### config.mk
export PLATFORM = sky130hd
export DESIGN_NAME = i2cTgt
export DESIGN_NICKNAME = d
export VERILOG_FILES = /design/src/rtl/i2cTgtPkg.sv /design/src/rtl/i2cTgtSync.sv /design/src/rtl/i2cTgtData.sv /design/src/rtl/i2cTgtCtrl.sv /design/src/rtl/i2cTgt.sv
export SDC_FILE = /design/constraint.sdc
export NUM_CORES = 1
export LEC_CHECK = 0
export BUFFER_PORTS_ARGS = -buffer_cell sky130_fd_sc_hd__buf_2
export CORE_AREA = 2 2 72 68
export DETAILED_ROUTE_END_ITERATION = 8
export DIE_AREA = 0 0 74 70
export PLACE_DENSITY_LB_ADDON = 0.2
export SETUP_SLACK_MARGIN = 0.2
export SYNTH_ARGS = -nofsm -noshare
export SYNTH_HDL_FRONTEND = slang
export SYNTH_SLANG_ARGS = --single-unit
### constraint.sdc
create_clock -name clk -period 1.7 [get_ports clk]
set_input_delay 0.085 -clock clk [delete_from_list [all_inputs] [get_ports clk]]
set_output_delay 0.085 -clock clk [all_outputs]
set_load 0.01 [all_outputs]
### src/rtl/i2cTgtPkg.sv
package i2cTgtPkg;

  typedef enum logic [2:0] {
    ST_IDLE,
    ST_ADDR,
    ST_ADDR_ACK,
    ST_RX,
    ST_RX_ACK,
    ST_TX,
    ST_TX_ACK,
    ST_IGNORE
  } tgtState_e;

  // strobes from control to datapath
  typedef struct packed {
    logic shiftIn;   // capture SDA into shift register
    logic shiftOut;  // advance transmit bit
    logic loadBuf;   // copy shift register into buffer, set buffer-full
    logic setOvf;
    logic setIrq;
    logic setRw;
    logic rwVal;
    logic txArmed;   // transmit shift register may be loaded by host
  } dpStrobe_t;

endpackage

### src/rtl/i2cTgtSync.sv
module i2cTgtSync #(
  parameter int STAGES = 2
) (
  input  logic clk,
  input  logic rstN,
  input  logic sclIn,
  input  logic sdaIn,
  output logic sclLvl,
  output logic sdaLvl,
  output logic sclRise,
  output logic sclFall,
  output logic startDet,
  output logic stopDet
);

  logic [1:0] rawLine;
  logic [1:0] lvl;
  logic sclPrev, sdaPrev;

  assign rawLine = {sdaIn, sclIn};

  generate
    for (genvar g = 0; g < 2; g++) begin : gLine
      logic [STAGES-1:0] stg;
      always_ff @(posedge clk or negedge rstN) begin
        if (!rstN) stg <= '1;
        else       stg <= {stg[STAGES-2:0], rawLine[g]};
      end
      assign lvl[g] = stg[STAGES-1];
    end
  endgenerate

  assign sclLvl = lvl[0];
  assign sdaLvl = lvl[1];

  always_ff @(posedge clk or negedge rstN) begin
    if (!rstN) begin
      sclPrev <= 1'b1;
      sdaPrev <= 1'b1;
    end else begin
      sclPrev <= sclLvl;
      sdaPrev <= sdaLvl;
    end
  end

  assign sclRise  = sclLvl & ~sclPrev;
  assign sclFall  = ~sclLvl & sclPrev;
  assign startDet = sclLvl & sclPrev & sdaPrev & ~sdaLvl;
  assign stopDet  = sclLvl & sclPrev & ~sdaPrev & sdaLvl;

endmodule

### src/rtl/i2cTgtData.sv
module i2cTgtData
  import i2cTgtPkg::*;
#(
  parameter int DATA_W = 8
) (
  input  logic              clk,
  input  logic              rstN,
  input  dpStrobe_t         stb,
  input  logic              sdaBit,
  input  logic              bufWrEn,
  input  logic [DATA_W-1:0] bufWrData,
  input  logic              bufRdEn,
  input  logic              irqClr,
  input  logic              ovfClr,
  output logic [DATA_W-1:0] shiftByte,
  output logic              txBit,
  output logic [DATA_W-1:0] bufData,
  output logic              bufFull,
  output logic              ovfFlag,
  output logic              irqFlag,
  output logic              rwFlag
);

  logic [DATA_W-1:0] shiftReg;

  always_ff @(posedge clk or negedge rstN) begin
    if (!rstN) begin
      shiftReg <= '0;
    end else if (bufWrEn && stb.txArmed) begin
      shiftReg <= bufWrData;
    end else if (stb.shiftIn) begin
      shiftReg <= {shiftReg[DATA_W-2:0], sdaBit};
    end else if (stb.shiftOut) begin
      shiftReg <= {shiftReg[DATA_W-2:0], 1'b0};
    end
  end

  always_ff @(posedge clk or negedge rstN) begin
    if (!rstN) begin
      bufData <= '0;
      bufFull <= 1'b0;
      ovfFlag <= 1'b0;
      irqFlag <= 1'b0;
      rwFlag  <= 1'b0;
    end else begin
      if (stb.loadBuf)  bufData <= shiftReg;
      else if (bufWrEn) bufData <= bufWrData;

      if (stb.loadBuf)  bufFull <= 1'b1;
      else if (bufRdEn) bufFull <= 1'b0;

      if (stb.setOvf)   ovfFlag <= 1'b1;
      else if (ovfClr)  ovfFlag <= 1'b0;

      if (stb.setIrq)   irqFlag <= 1'b1;
      else if (irqClr)  irqFlag <= 1'b0;

      if (stb.setRw)    rwFlag  <= stb.rwVal;
    end
  end

  assign shiftByte = shiftReg;
  assign txBit     = shiftReg[DATA_W-1];

  // interrupt flag persists until the host clears it
  assert_irq_sticky_R12: assert property (@(posedge clk) disable iff (!rstN)
    ($past(irqFlag) && !$past(irqClr)) |-> irqFlag);

  // overflow only falls through an explicit clear
  assert_ovf_sticky_R7: assert property (@(posedge clk) disable iff (!rstN)
    ($past(ovfFlag) && !$past(ovfClr)) |-> ovfFlag);

  // a host read empties the buffer unless a byte landed at once
  assert_read_empties_R7: assert property (@(posedge clk) disable iff (!rstN)
    ($past(bufRdEn) && !$past(stb.loadBuf)) |-> !bufFull);

endmodule

### src/rtl/i2cTgtCtrl.sv
module i2cTgtCtrl
  import i2cTgtPkg::*;
#(
  parameter int ADDR_W = 7,
  parameter int DATA_W = 8
) (
  input  logic              clk,
  input  logic              rstN,
  input  logic              sclLvl,
  input  logic              sdaLvl,
  input  logic              sclRise,
  input  logic              sclFall,
  input  logic              startDet,
  input  logic              stopDet,
  input  logic [ADDR_W-1:0] ownAddr,
  input  logic              stretchEn,
  input  logic              relStb,
  input  logic [DATA_W-1:0] shiftByte,
  input  logic              txBit,
  input  logic              bufFull,
  input  logic              ovfFlag,
  output dpStrobe_t         stb,
  output logic              sclOe,
  output logic              sdaOe
);

  localparam int CNT_W = $clog2(DATA_W + 1);
  localparam logic [CNT_W-1:0] FULL_CNT = CNT_W'(DATA_W);

  tgtState_e st, stN;
  logic [CNT_W-1:0] bitCnt, cntN;
  logic ackDrv, ackN;
  logic sclHold, holdN;
  logic isRead, readN;
  logic nackSeen, nackN;
  logic addrHit, refuse;

  assign addrHit = (shiftByte[DATA_W-1 -: ADDR_W] == ownAddr);
  assign refuse  = bufFull | ovfFlag;

  always_comb begin
    stN   = st;
    cntN  = bitCnt;
    ackN  = ackDrv;
    holdN = sclHold & ~relStb;
    readN = isRead;
    nackN = nackSeen;
    stb   = '0;
    stb.txArmed = (st == ST_TX) && (bitCnt == '0);
    if (stopDet) begin
      stN   = ST_IDLE;
      ackN  = 1'b0;
      holdN = 1'b0;
    end else if (startDet) begin
      stN   = ST_ADDR;
      cntN  = '0;
      ackN  = 1'b0;
      holdN = 1'b0;
    end else begin
      unique case (st)
        ST_ADDR, ST_RX: begin
          if (sclRise && bitCnt != FULL_CNT) begin
            stb.shiftIn = 1'b1;
            cntN = bitCnt + 1'b1;
          end
          if (sclFall && bitCnt == FULL_CNT) begin
            if (st == ST_ADDR) begin
              if (!addrHit) begin
                stN = ST_IGNORE;
              end else if (refuse) begin
                stN = ST_IGNORE;
                stb.setOvf = bufFull;
              end else begin
                stN = ST_ADDR_ACK;
                ackN = 1'b1;
                stb.loadBuf = 1'b1;
                stb.setIrq  = 1'b1;
                stb.setRw   = 1'b1;
                stb.rwVal   = shiftByte[0];
                readN       = shiftByte[0];
              end
            end else begin
              stN = ST_RX_ACK;
              stb.setIrq = 1'b1;
              if (refuse) begin
                stb.setOvf = bufFull;
              end else begin
                ackN = 1'b1;
                stb.loadBuf = 1'b1;
              end
            end
          end
        end
        ST_ADDR_ACK, ST_RX_ACK: begin
          if (sclFall) begin
            ackN = 1'b0;
            cntN = '0;
            if (st == ST_ADDR_ACK && isRead) begin
              stN   = ST_TX;
              holdN = 1'b1;
            end else begin
              stN   = ST_RX;
              holdN = stretchEn;
            end
          end
        end
        ST_TX: begin
          if (sclRise && bitCnt != FULL_CNT) cntN = bitCnt + 1'b1;
          if (sclFall) begin
            if (bitCnt == FULL_CNT) stN = ST_TX_ACK;
            else if (bitCnt != '0)  stb.shiftOut = 1'b1;
          end
        end
        ST_TX_ACK: begin
          if (sclRise) nackN = sdaLvl;
          if (sclFall) begin
            stb.setIrq = 1'b1;
            cntN = '0;
            if (nackSeen) begin
              stN = ST_IDLE;
            end else begin
              stN   = ST_TX;
              holdN = 1'b1;
            end
          end
        end
        default: ;
      endcase
    end
  end

  always_ff @(posedge clk or negedge rstN) begin
    if (!rstN) begin
      st       <= ST_IDLE;
      bitCnt   <= '0;
      ackDrv   <= 1'b0;
      sclHold  <= 1'b0;
      isRead   <= 1'b0;
      nackSeen <= 1'b0;
    end else begin
      st       <= stN;
      bitCnt   <= cntN;
      ackDrv   <= ackN;
      sclHold  <= holdN;
      isRead   <= readN;
      nackSeen <= nackN;
    end
  end

  assign sclOe = sclHold;
  assign sdaOe = (((st == ST_ADDR_ACK) || (st == ST_RX_ACK)) && ackDrv) ||
                 ((st == ST_TX) && !txBit);

  // SDA driven by the target never moves while SCL is high
  assert_sda_steady_high_R10: assert property (@(posedge clk) disable iff (!rstN)
    (sclLvl && $past(sclLvl) && !$past(startDet) && !$past(stopDet)) |-> $stable(sdaOe));

  // a held clock is kept until the host releases it
  assert_hold_until_release_R8: assert property (@(posedge clk) disable iff (!rstN)
    (sclOe && !relStb && !startDet && !stopDet) |=> sclOe);

  // a read address always ends in a held clock
  assert_read_hold_R9: assert property (@(posedge clk) disable iff (!rstN)
    (st == ST_ADDR_ACK && isRead && sclFall && !startDet && !stopDet) |=> sclOe);

  // a refused address leaves SDA released
  assert_refuse_nack_R5: assert property (@(posedge clk) disable iff (!rstN)
    (st == ST_ADDR && sclFall && bitCnt == FULL_CNT && refuse && !startDet && !stopDet)
      |=> !sdaOe);

endmodule

### src/rtl/i2cTgt.sv
module i2cTgt
  import i2cTgtPkg::*;
#(
  parameter int ADDR_W      = 7,
  parameter int DATA_W      = 8,
  parameter int SYNC_STAGES = 2
) (
  input  logic              clk,
  input  logic              rstN,
  input  logic              sclIn,
  input  logic              sdaIn,
  output logic              sclOe,
  output logic              sdaOe,
  input  logic [ADDR_W-1:0] ownAddr,
  input  logic              stretchEn,
  input  logic              relStb,
  input  logic              bufWrEn,
  input  logic [DATA_W-1:0] bufWrData,
  input  logic              bufRdEn,
  output logic [DATA_W-1:0] bufRdData,
  input  logic              irqClr,
  input  logic              ovfClr,
  output logic              irqFlag,
  output logic              rwFlag,
  output logic              bufFull,
  output logic              ovfFlag
);

  logic sclLvl, sdaLvl, sclRise, sclFall, startDet, stopDet;
  logic [DATA_W-1:0] shiftByte;
  logic txBit;
  dpStrobe_t stb;

  i2cTgtSync #(.STAGES(SYNC_STAGES)) uSync (
    .clk(clk), .rstN(rstN), .sclIn(sclIn), .sdaIn(sdaIn),
    .sclLvl(sclLvl), .sdaLvl(sdaLvl), .sclRise(sclRise), .sclFall(sclFall),
    .startDet(startDet), .stopDet(stopDet)
  );

  i2cTgtCtrl #(.ADDR_W(ADDR_W), .DATA_W(DATA_W)) uCtrl (
    .clk(clk), .rstN(rstN), .sclLvl(sclLvl), .sdaLvl(sdaLvl),
    .sclRise(sclRise), .sclFall(sclFall), .startDet(startDet), .stopDet(stopDet),
    .ownAddr(ownAddr), .stretchEn(stretchEn), .relStb(relStb),
    .shiftByte(shiftByte), .txBit(txBit), .bufFull(bufFull), .ovfFlag(ovfFlag),
    .stb(stb), .sclOe(sclOe), .sdaOe(sdaOe)
  );

  i2cTgtData #(.DATA_W(DATA_W)) uData (
    .clk(clk), .rstN(rstN), .stb(stb), .sdaBit(sdaLvl),
    .bufWrEn(bufWrEn), .bufWrData(bufWrData), .bufRdEn(bufRdEn),
    .irqClr(irqClr), .ovfClr(ovfClr),
    .shiftByte(shiftByte), .txBit(txBit), .bufData(bufRdData),
    .bufFull(bufFull), .ovfFlag(ovfFlag), .irqFlag(irqFlag), .rwFlag(rwFlag)
  );

endmodule

==> results of run 1 <==
-- per-stage QoR --
step / utilization (%) / power [W] / instance area, um^2
after floorplan: - / 0.00197 / 1940
after global placement: 52.6 / 0.00245 / 2380
after detailed placement: 52.6 / 0.00245 / 2380
after CTS: 58.4 / 0.00320 / 2650
after global routing: 65.1 / 0.00392 / 2950
final: 65.1 / 0.00369 / 2950
-- cell usage after synthesis, types with 2 or more instances --
library cell,n,area (um^2)
nor3_1,2,10.0
buf_1,2,7.51
o21a_1,3,22.5
nand4_1,4,25.0
xnor2_1,5,43.8
buf_2,3,15.0
nor2_1,18,67.6
a21oi_1,8,40.0
nand2b_1,2,12.5
nand2_1,9,33.8
dfstp_2,6,158
nand3b_1,2,15.0
o22ai_1,2,12.5
inv_1,8,30.0
nor2b_1,6,37.5
dfrtp_1,31,776
mux2_2,18,203
xor2_1,6,52.6
ha_1,2,25.0
mux2i_1,10,100
o21ai_0,8,40.0
-- final cells by class --
type	count	area, um^2
Fill cell	338	1580
Clock buffer	6	82.6
Timing Repair Buffer	81	568
Multi-Input combinational cell	128	1240
Clock inverter	2	13.8
Sequential cell	37	936
Inverter	8	30.0
Tap cell	65	81.3
-- sequential cells by signal, indices dropped and copies added (netlist names) --
signal / cells
uSync.sdaPrev: 1
uCtrl.sclOe: 1
uData.shiftByte: 8
uData.irqFlag: 1
uSync.gLine.stg: 4
uCtrl.st: 3
uSync.sclPrev: 1
uData.bufFull: 1
uCtrl.nackSeen: 1
uData.ovfFlag: 1
uCtrl.bitCnt: 4
uCtrl.ackDrv: 1
uData.rwFlag: 1
uData.bufData: 8
uCtrl.isRead: 1
-- what timing repair did --
item | CTS | global route
hold endpoints to repair | 35 | 0
gates resized for setup | 12 | 64
setup endpoints to repair | 28 | 32
pin swaps | 5 | 14
cloned | 1 | 1
hold buffers | 5 | 0
setup buffers | 7 | 6
-- per-layer routing --
| layer | up-vias | share of wire (%) | wire length (um) |
|---|---|---|---|
| li1 | 814 | - | - |
| met1 | 835 | 46 | 2420 |
| met2 | 50 | 48 | 2540 |
| met3 | 10 | 4.4 | 232 |
| met4 | 0 | 1.7 | 90 |
| met5 | - | 0 | 0 |
-- worst max-delay path: stages, from the launching register on --
cell and delay (ns):
dfrtp_1 0.42, xor2_1 0.24, nor4_4 0.08, buf_4 0.16
o211ai_4 0.27, mux2_2 0.37
-- power by group --
group          switching [W]  total, W  internal [W]
registers           0.000184   0.00126       0.00108
logic               0.000906   0.00178      0.000877
clock network       0.000316  0.000644      0.000328
-- worst max path at each step --
| stage | end | slack, ns | cells after the start |
|---|---|---|---|
| detailed placement | uData.bufData[4] | -0.02 | 7 |
| global route | uData.bufData[4] | -0.04 | 6 |
| finish | uData.bufData[3] | 0.03 | 5 |
| floorplan | uCtrl.isRead | 0.10 | 7 |
| CTS | uData.rwFlag | 0.05 | 7 |
| global placement | uData.bufData[6] | 0.03 | 5 |
-- kinds of logic after synthesis --
group,share of synthesized area [%]
xor+xnor,5.00
flops,48.4
buf+inv,2.73
compound gates,12.3
fa+ha+maj,1.30
mux,15.7
simple gates,14.5
==> flow_metrics.env, run 1 <==
export IMPL_status="finished clean"
export IMPL_synth_fp_nets=204
export IMPL_grt_setup_unrepaired="true"
export IMPL_ys_types=43
export IMPL_hp_class="input port to register"
export IMPL_min_period_ns=1.67
export IMPL_antenna_found_initial=0
export IMPL_crit_type="register to register"
export IMPL_cts_tree="built"
export IMPL_start_util_pct=42.5
export IMPL_setup_ws_ns=0.0301
export IMPL_rrSetupSlack_ns=0.03
export IMPL_grt_usage_pct=19.5
export IMPL_viasPerCell=5.23
export IMPL_drive_gt1_share_pct=59.2
export IMPL_synth_seq_cells=37
export IMPL_numCtsBuffers=5
export IMPL_hold_end="uData.shiftByte[0]"
export IMPL_worst_slew_pin_slew_ns=0.620
export IMPL_antennaDiodeCount=0
export IMPL_whs_path_depth=3
export IMPL_io_pins=39
export IMPL_gp_congestion=0.832
export IMPL_vias=1709
export IMPL_die_w_um=74
export IMPL_dr_pass1_iters=4
export IMPL_routed_wl_um=5290
export IMPL_gr_usage_met3_pct=5.19
export IMPL_die_y_um=70
export IMPL_asyncSetResetFlopFracSynth_pct=100
export IMPL_wl_per_cell_um=16.2
export IMPL_ys_seq_area_share_pct=48.4
export IMPL_finalClockSkew_ns=0.00791
export IMPL_max_vdd_ir_drop_v=0.000604
export IMPL_grt_util_met1_pct=28.7
export IMPL_synthCells=177
export IMPL_ff2ff_path_depth=5
export IMPL_drt_iter0_drc=123
export IMPL_slew_headroom_pct=58.5
export IMPL_coreArea_um2=4530
export IMPL_setup_violations=0
export IMPL_synth_edf_count=0
export IMPL_startpoint="uData.shiftByte[6]"
export IMPL_finalMaxSlewViolations=0
export IMPL_dieArea_um2=5180
export IMPL_post_place_ws_ns=-0.0180
export IMPL_finalNonFillerCells=327
export IMPL_use_met2_pct=28.4
export IMPL_dp_cells=299
export IMPL_power_leakage_nw=1.29
export IMPL_synth_avg_cell_area_um2=10.9
export IMPL_reg2reg_from="uData.shiftByte[6]"
export IMPL_p_per_area_nw_per_um2=1250
export IMPL_io_buffers=38
export IMPL_cts_sinks=37
export IMPL_route_detailed_drc=0
export IMPL_clk_latency_ns=0.29
export IMPL_drv_cap=0
export IMPL_tns_ns=0
export IMPL_worst_path_max_fanout=5
export IMPL_fin_crit_sh_pct=98.2
export IMPL_cp_arrival_ns=1.85
export IMPL_timing_fmax_ghz=0.599
export IMPL_hpwlAfterDp_um=3210
export IMPL_ys_flop_type="dfrtp_1"
export IMPL_final_common_cell="buf_2"
export IMPL_synthesis_area_um2=1930
export IMPL_placementRows=24
export IMPL_clkTransAtPathRegs_ns=0.08
export IMPL_cp_end_kind="register"
export IMPL_grt_overflow_total=0
export IMPL_cp_required_ns=1.88
export IMPL_grt_busiest_layer="met1"
export IMPL_clockBufferDepth=2
export IMPL_hold_start="bufWrData[0]"
export IMPL_root_buffer="clkbuf_8"
export IMPL_antenna_left=0
export IMPL_grt_max_degree=38
export IMPL_grt_pass1_wl_um=7760
export IMPL_finalHoldViolCount=0
export IMPL_grt_pass1_vias=1601
export IMPL_yosysWarningCount=0
export IMPL_syn_to_final_growth_pct=53.1
export IMPL_reg2reg_to="uData.bufData[3]"
export IMPL_holdWs_ns=0.0261
export IMPL_start_kind="register"
export IMPL_htree_levels=2
export IMPL_nets=288
export IMPL_final_cell_mix="buf_2 (38), buf_4 (29), dfrtp_1 (29)"
Power figures use the tool's default switching activity.
==> inputs of run 2 (changes only) <==
Settings changed: BUFFER_PORTS_ARGS -buffer_cell sky130_fd_sc_hd__buf_2 to -buffer_cell sky130_fd_sc_hd__buf_4, CORE_AREA 2 2 72 68 to 2 2 70 65, DIE_AREA 0 0 74 70 to 0 0 72 67.
==> run 2 against run 1 <==
Against the previous run:
- the run now ends with setup timing left
- cell area decreased by 5.0%
- flip-flop and latch count unchanged
- sequential power increased by 4%
- routed wire length fell by 5.7%
- critical path depth grew 1
- count of clock-buffer cells in the layout is the same
- via count down 3.9%
- worst hold slack improved by 0.0088 ns
- largest power group is now sequential cells
- highest routed layer unchanged
==> flow_metrics.env, run 2 (synthesis results as in run 1) <==
export IMPL_grt_setup_unrepaired="true"
export IMPL_routed_wl_um=4980
export IMPL_antenna_left=0
export IMPL_setup_violations=1
export IMPL_fill_cells=304
export IMPL_die_y_um=67
export IMPL_cp_arrival_ns=1.88
export IMPL_antennaDiodeCount=0
export IMPL_syn_to_final_growth_pct=45.5
export IMPL_worst_slew_pin_slew_ns=0.549
export IMPL_max_vdd_ir_drop_v=0.000625
export IMPL_final_cell_mix="buf_4 (59), dfrtp_1 (29), mux2_2 (14)"
export IMPL_drt_iter0_drc=89
export IMPL_p_total_w=0.00338
export IMPL_final_common_cell="buf_4"
export IMPL_numCtsBuffers=5
export IMPL_clkTransAtPathRegs_ns=0.08
export IMPL_gp_congestion=0.887
export IMPL_grt_overflow_total=0
export IMPL_grt_pass1_wl_um=7940
export IMPL_finalHoldViolCount=0
export IMPL_cp_required_ns=1.88
export IMPL_start_util_pct=47.6
export IMPL_timing_fmax_ghz=0.587
export IMPL_slew_headroom_pct=63.3
export IMPL_holdWs_ns=0.0349
export IMPL_cts_tree="built"
export IMPL_setup_ws_ns=-0.00427
export IMPL_min_period_ns=1.70
export IMPL_vias=1642
export IMPL_power_leakage_nw=1.25
export IMPL_coreArea_um2=4050
export IMPL_worst_path_max_fanout=4
export IMPL_io_buffers=38
export IMPL_root_buffer="clkbuf_8"
export IMPL_route_detailed_drc=0
export IMPL_htree_levels=2
export IMPL_clockBufferDepth=2
export IMPL_dieArea_um2=4820
export IMPL_hp_class="input port to register"
export IMPL_wl_per_cell_um=16.7
export IMPL_die_w_um=72
export IMPL_nets=277
export IMPL_dr_pass1_iters=4
export IMPL_drive_gt1_share_pct=51.4
export IMPL_cp_end_kind="register"
export IMPL_grt_pass1_vias=1673
export IMPL_cts_sinks=37
export IMPL_start_kind="register"
export IMPL_status="finished with violations"
export IMPL_violations="setup timing"
export IMPL_p_per_area_nw_per_um2=1210
export IMPL_final_util_pct=69.3
export IMPL_grt_max_degree=38
export IMPL_finalMaxSlewViolations=0
export IMPL_clk_latency_ns=0.30
export IMPL_antenna_found_initial=0
export IMPL_post_place_ws_ns=-0.0423
export IMPL_crit_type="register to register"
export IMPL_finalClockSkew_ns=0.0104
export IMPL_drv_cap=0
export IMPL_io_pins=39
export IMPL_grt_usage_pct=22.1
export IMPL_hpwlAfterDp_um=3220
export IMPL_placementRows=22
export IMPL_fin_crit_sh_pct=100
export IMPL_viasPerCell=5.49
run 2: final cells by class:
cell class	count	area [um^2]	share of cell area, %
clock inverters	2	38.8	1.38
clock buffers	6	72.6	2.59
inverters	8	30.0	1.07
well taps	48	60.1	2.14
repair buffers	70	569	20.3
multi-input cells	128	1100	39.1
flip-flops and latches	37	936	33.4
run 2: final timing paths:
path                                       start                    end  slack (ns)  cells after the start
setup reg to reg              uData.shiftByte[5]           uData.rwFlag      -0.004                      6
max in group asynchronous                   rstN            uCtrl.st[2]        1.06                      2
setup / recovery              uData.shiftByte[5]           uData.rwFlag      -0.004                      6
hold / removal                      bufWrData[0]     uData.shiftByte[0]        0.03                      3
min in group asynchronous                   rstN        uCtrl.bitCnt[1]        0.29                      2
hold reg to reg            uSync.gLine[1].stg[0]  uSync.gLine[1].stg[1]        0.36                      0
run 2: what timing repair did:
item,in CTS,in global routing
hold buffers,5,0
gates cloned,2,0
gates resized for setup,29,15
buffers inserted,8,2
pin swaps,9,11
setup endpoints to repair,27,32
hold endpoints to repair,35,0
run 2: worst max-delay path: stages (launching register included):
cell and delay, ns:
dfrtp_1 0.41, xnor2_2 0.17, nand4_1 0.15, nor4_4 0.15
buf_4 0.19, nand4_1 0.16, mux2_4 0.35
run 2: power breakdown:
| part | internal, W | total [W] | switching (W) |
|---|---|---|---|
| clock network | 0.000440 | 0.000762 | 0.000322 |
| logic | 0.000670 | 0.00131 | 0.000640 |
| registers | 0.00108 | 0.00131 | 0.000233 |
run 2: stage by stage:
| stage | std cells | setup TNS [ns] | instance area (um^2) |
|---|---|---|---|
| 6_report | 299 | -0.00427 | 2800 |
| 5_1_grt | 299 | -0.579 | 2800 |
| 4_1_cts | 297 | -0.0362 | 2730 |
| 3_5_place_dp | 274 | -0.233 | 2400 |
| 3_3_place_gp | 274 | -0.0518 | 2400 |
| 2_1_floorplan | 177 | 0 | 1940 |
run 2: per-layer routing:
layer	part of all wire [%]	wire, um	GRT usage [%]	vias up
li1	-	-	-	786
met1	45	2230	29.3	805
met2	49	2450	35.8	44
met3	4.7	233	4.54	7
met4	1.3	67	8.49	0
met5	0	0	0	-
==> inputs of run 3 (changes only) <==
Settings changed: CORE_AREA 2 2 70 65 to 4 4 72 67, DIE_AREA 0 0 72 67 to 0 0 76 71, SETUP_SLACK_MARGIN 0.2 to unset.
==> run 3 against run 2 <==
Against the previous run:
- routed wire length rose by 1.3%
- largest power group unchanged
- first-iteration DRC count fell by 45%
- die area rose by 12%
- power fell by 1.1%
- register-to-register slack barely moved
- flip-flop and latch count did not move
- combinational power barely moved
- utilization fell by 1.7 points
- cell area fell by 2.4%
- the flow now finishes without violations
==> flow_metrics.env, run 3 (synthesis results as in run 1) <==
export IMPL_root_buffer="clkbuf_8"
export IMPL_start_kind="register"
export IMPL_cp_required_ns=1.88
export IMPL_htree_levels=2
export IMPL_seq_area_um2=935
export IMPL_wl_per_cell_um=16.9
export IMPL_multi_input_area_um2=1060
export IMPL_viasPerCell=5.45
export IMPL_tns_ns=0
export IMPL_start_util_pct=47.6
export IMPL_cp_end_kind="register"
export IMPL_final_util_pct=67.6
export IMPL_cts_tree="built"
export IMPL_holdWs_ns=0.0248
export IMPL_grt_pass1_wl_um=8080
export IMPL_drive_gt1_share_pct=46.2
export IMPL_finalNonFillerCells=299
export IMPL_vias=1630
export IMPL_antennaDiodeCount=0
export IMPL_grt_pass1_vias=1676
export IMPL_antenna_left=0
export IMPL_coreArea_um2=4050
export IMPL_numCtsBuffers=5
export IMPL_clockBufferDepth=2
export IMPL_finalMaxSlewViolations=0
export IMPL_io_buffers=38
export IMPL_slew_headroom_pct=59.8
export IMPL_routed_wl_um=5050
export IMPL_syn_to_final_growth_pct=42.0
export IMPL_dieArea_um2=5400
export IMPL_die_w_um=76
export IMPL_io_pins=39
export IMPL_grt_setup_unrepaired="true"
export IMPL_antenna_found_initial=0
export IMPL_crit_type="register to register"
export IMPL_fill_cells=313
export IMPL_route_detailed_drc=0
export IMPL_min_period_ns=1.70
export IMPL_gp_congestion=0.918
export IMPL_dr_pass1_iters=4
export IMPL_worst_path_max_fanout=5
export IMPL_setup_violations=0
export IMPL_status="finished clean"
export IMPL_drv_cap=0
export IMPL_grt_usage_pct=18.6
export IMPL_timing_fmax_ghz=0.589
export IMPL_worst_slew_pin_slew_ns=0.600
export IMPL_drt_iter0_drc=49
export IMPL_die_y_um=71
export IMPL_hpwlAfterDp_um=3440
export IMPL_cts_sinks=37
export IMPL_finalClockSkew_ns=0.00230
export IMPL_p_per_area_nw_per_um2=1220
export IMPL_clkTransAtPathRegs_ns=0.08
export IMPL_grt_max_degree=38
export IMPL_dp_cells=281
export IMPL_placementRows=22
export IMPL_power_leakage_nw=1.22
export IMPL_final_common_cell="buf_4"
export IMPL_cp_arrival_ns=1.88
export IMPL_hp_class="input port to register"
export IMPL_max_vdd_ir_drop_v=0.000679
export IMPL_grt_overflow_total=0
export IMPL_final_cell_mix="buf_4 (62), dfrtp_1 (30), mux2_2 (17)"
export IMPL_clk_latency_ns=0.29
export IMPL_p_total_w=0.00335
export IMPL_nets=277
export IMPL_finalHoldViolCount=0
export IMPL_fin_crit_sh_pct=99.9
==> run 3: changes by cell type in the layout (fill, tap and decap cells not counted), moves of 3 or more <==
| cell | delta |
|---|---|
| nor2_1 | +4 |
| mux2_4 | -3 |
| buf_6 | -3 |
| mux2_2 | +3 |
| buf_4 | +3 |
| nor2_2 | -4 |
==> run 3: area by class of cell <==
type                    count  share of cell area, %
clock buffers               6                   2.65
clock inverters             2                   1.42
flip-flops and latches     37                   34.2
inverters                   8                   1.10
repair buffers             70                   19.8
well taps                  48                   2.19
multi-input cells         128                   38.6
==> run 3: power by group <==
group	total (W)	switching, W	internal [W]
Combinational	0.00128	0.000634	0.000649
Sequential	0.00129	0.000214	0.00108
Clock	0.000772	0.000331	0.000441
Total	0.00335	0.00118	0.00217
==> run 3: worst max-delay path, stage by stage, from the launching register on <==
cell,delay [ns]
dfrtp_1,0.41
xnor2_2,0.15
nand4_1,0.15
nor4_4,0.05
buf_6,0.14
o211ai_4,0.31
mux2_2,0.38
==> run 3: per-stage QoR <==
step / setup slack, ns / cell area (um^2)
global placement: -0.136 / 2420
global route: -0.0984 / 2740
floorplan: 0.0242 / 1930
CTS: -0.0377 / 2650
finish: 0.00167 / 2740
detailed placement: -0.219 / 2420
==> run 3: metal layers <==
metal / part of all wire [%] / vias to the layer above / track usage, %
met5: 0 / - / 0
met4: 1.9 / 0 / 5.34
met3: 4.1 / 10 / 4.45
met2: 50 / 46 / 30.6
met1: 44 / 790 / 24.6
li1: - / 784 / -
==> run 3: worst paths after layout <==
| path | cells after the start | slack [ns] | start | to |
|---|---|---|---|---|
| worst min register to register | 0 | 0.36 | uSync.gLine[1].stg[0] | uSync.gLine[1].stg[1] |
| max in group asynchronous | 2 | 1.06 | rstN | uSync.gLine[0].stg[0] |
| min in group asynchronous | 2 | 0.29 | rstN | uCtrl.sclOe |
| worst max-delay path | 6 | 0.002 | uData.shiftByte[7] | uData.bufData[3] |
| worst min-delay path | 3 | 0.02 | bufWrData[0] | uData.shiftByte[0] |
| worst max register to register | 6 | 0.002 | uData.shiftByte[7] | uData.bufData[3] |
==> run 3: what timing repair did <==
action / CTS / global route
setup endpoints to repair: 17 / 28
hold endpoints to repair: 35 / 0
gates resized for setup: 8 / 19
cloned: 1 / 1
hold buffers: 5 / 0
pin swaps: 1 / 6
buffers inserted: 1 / 2
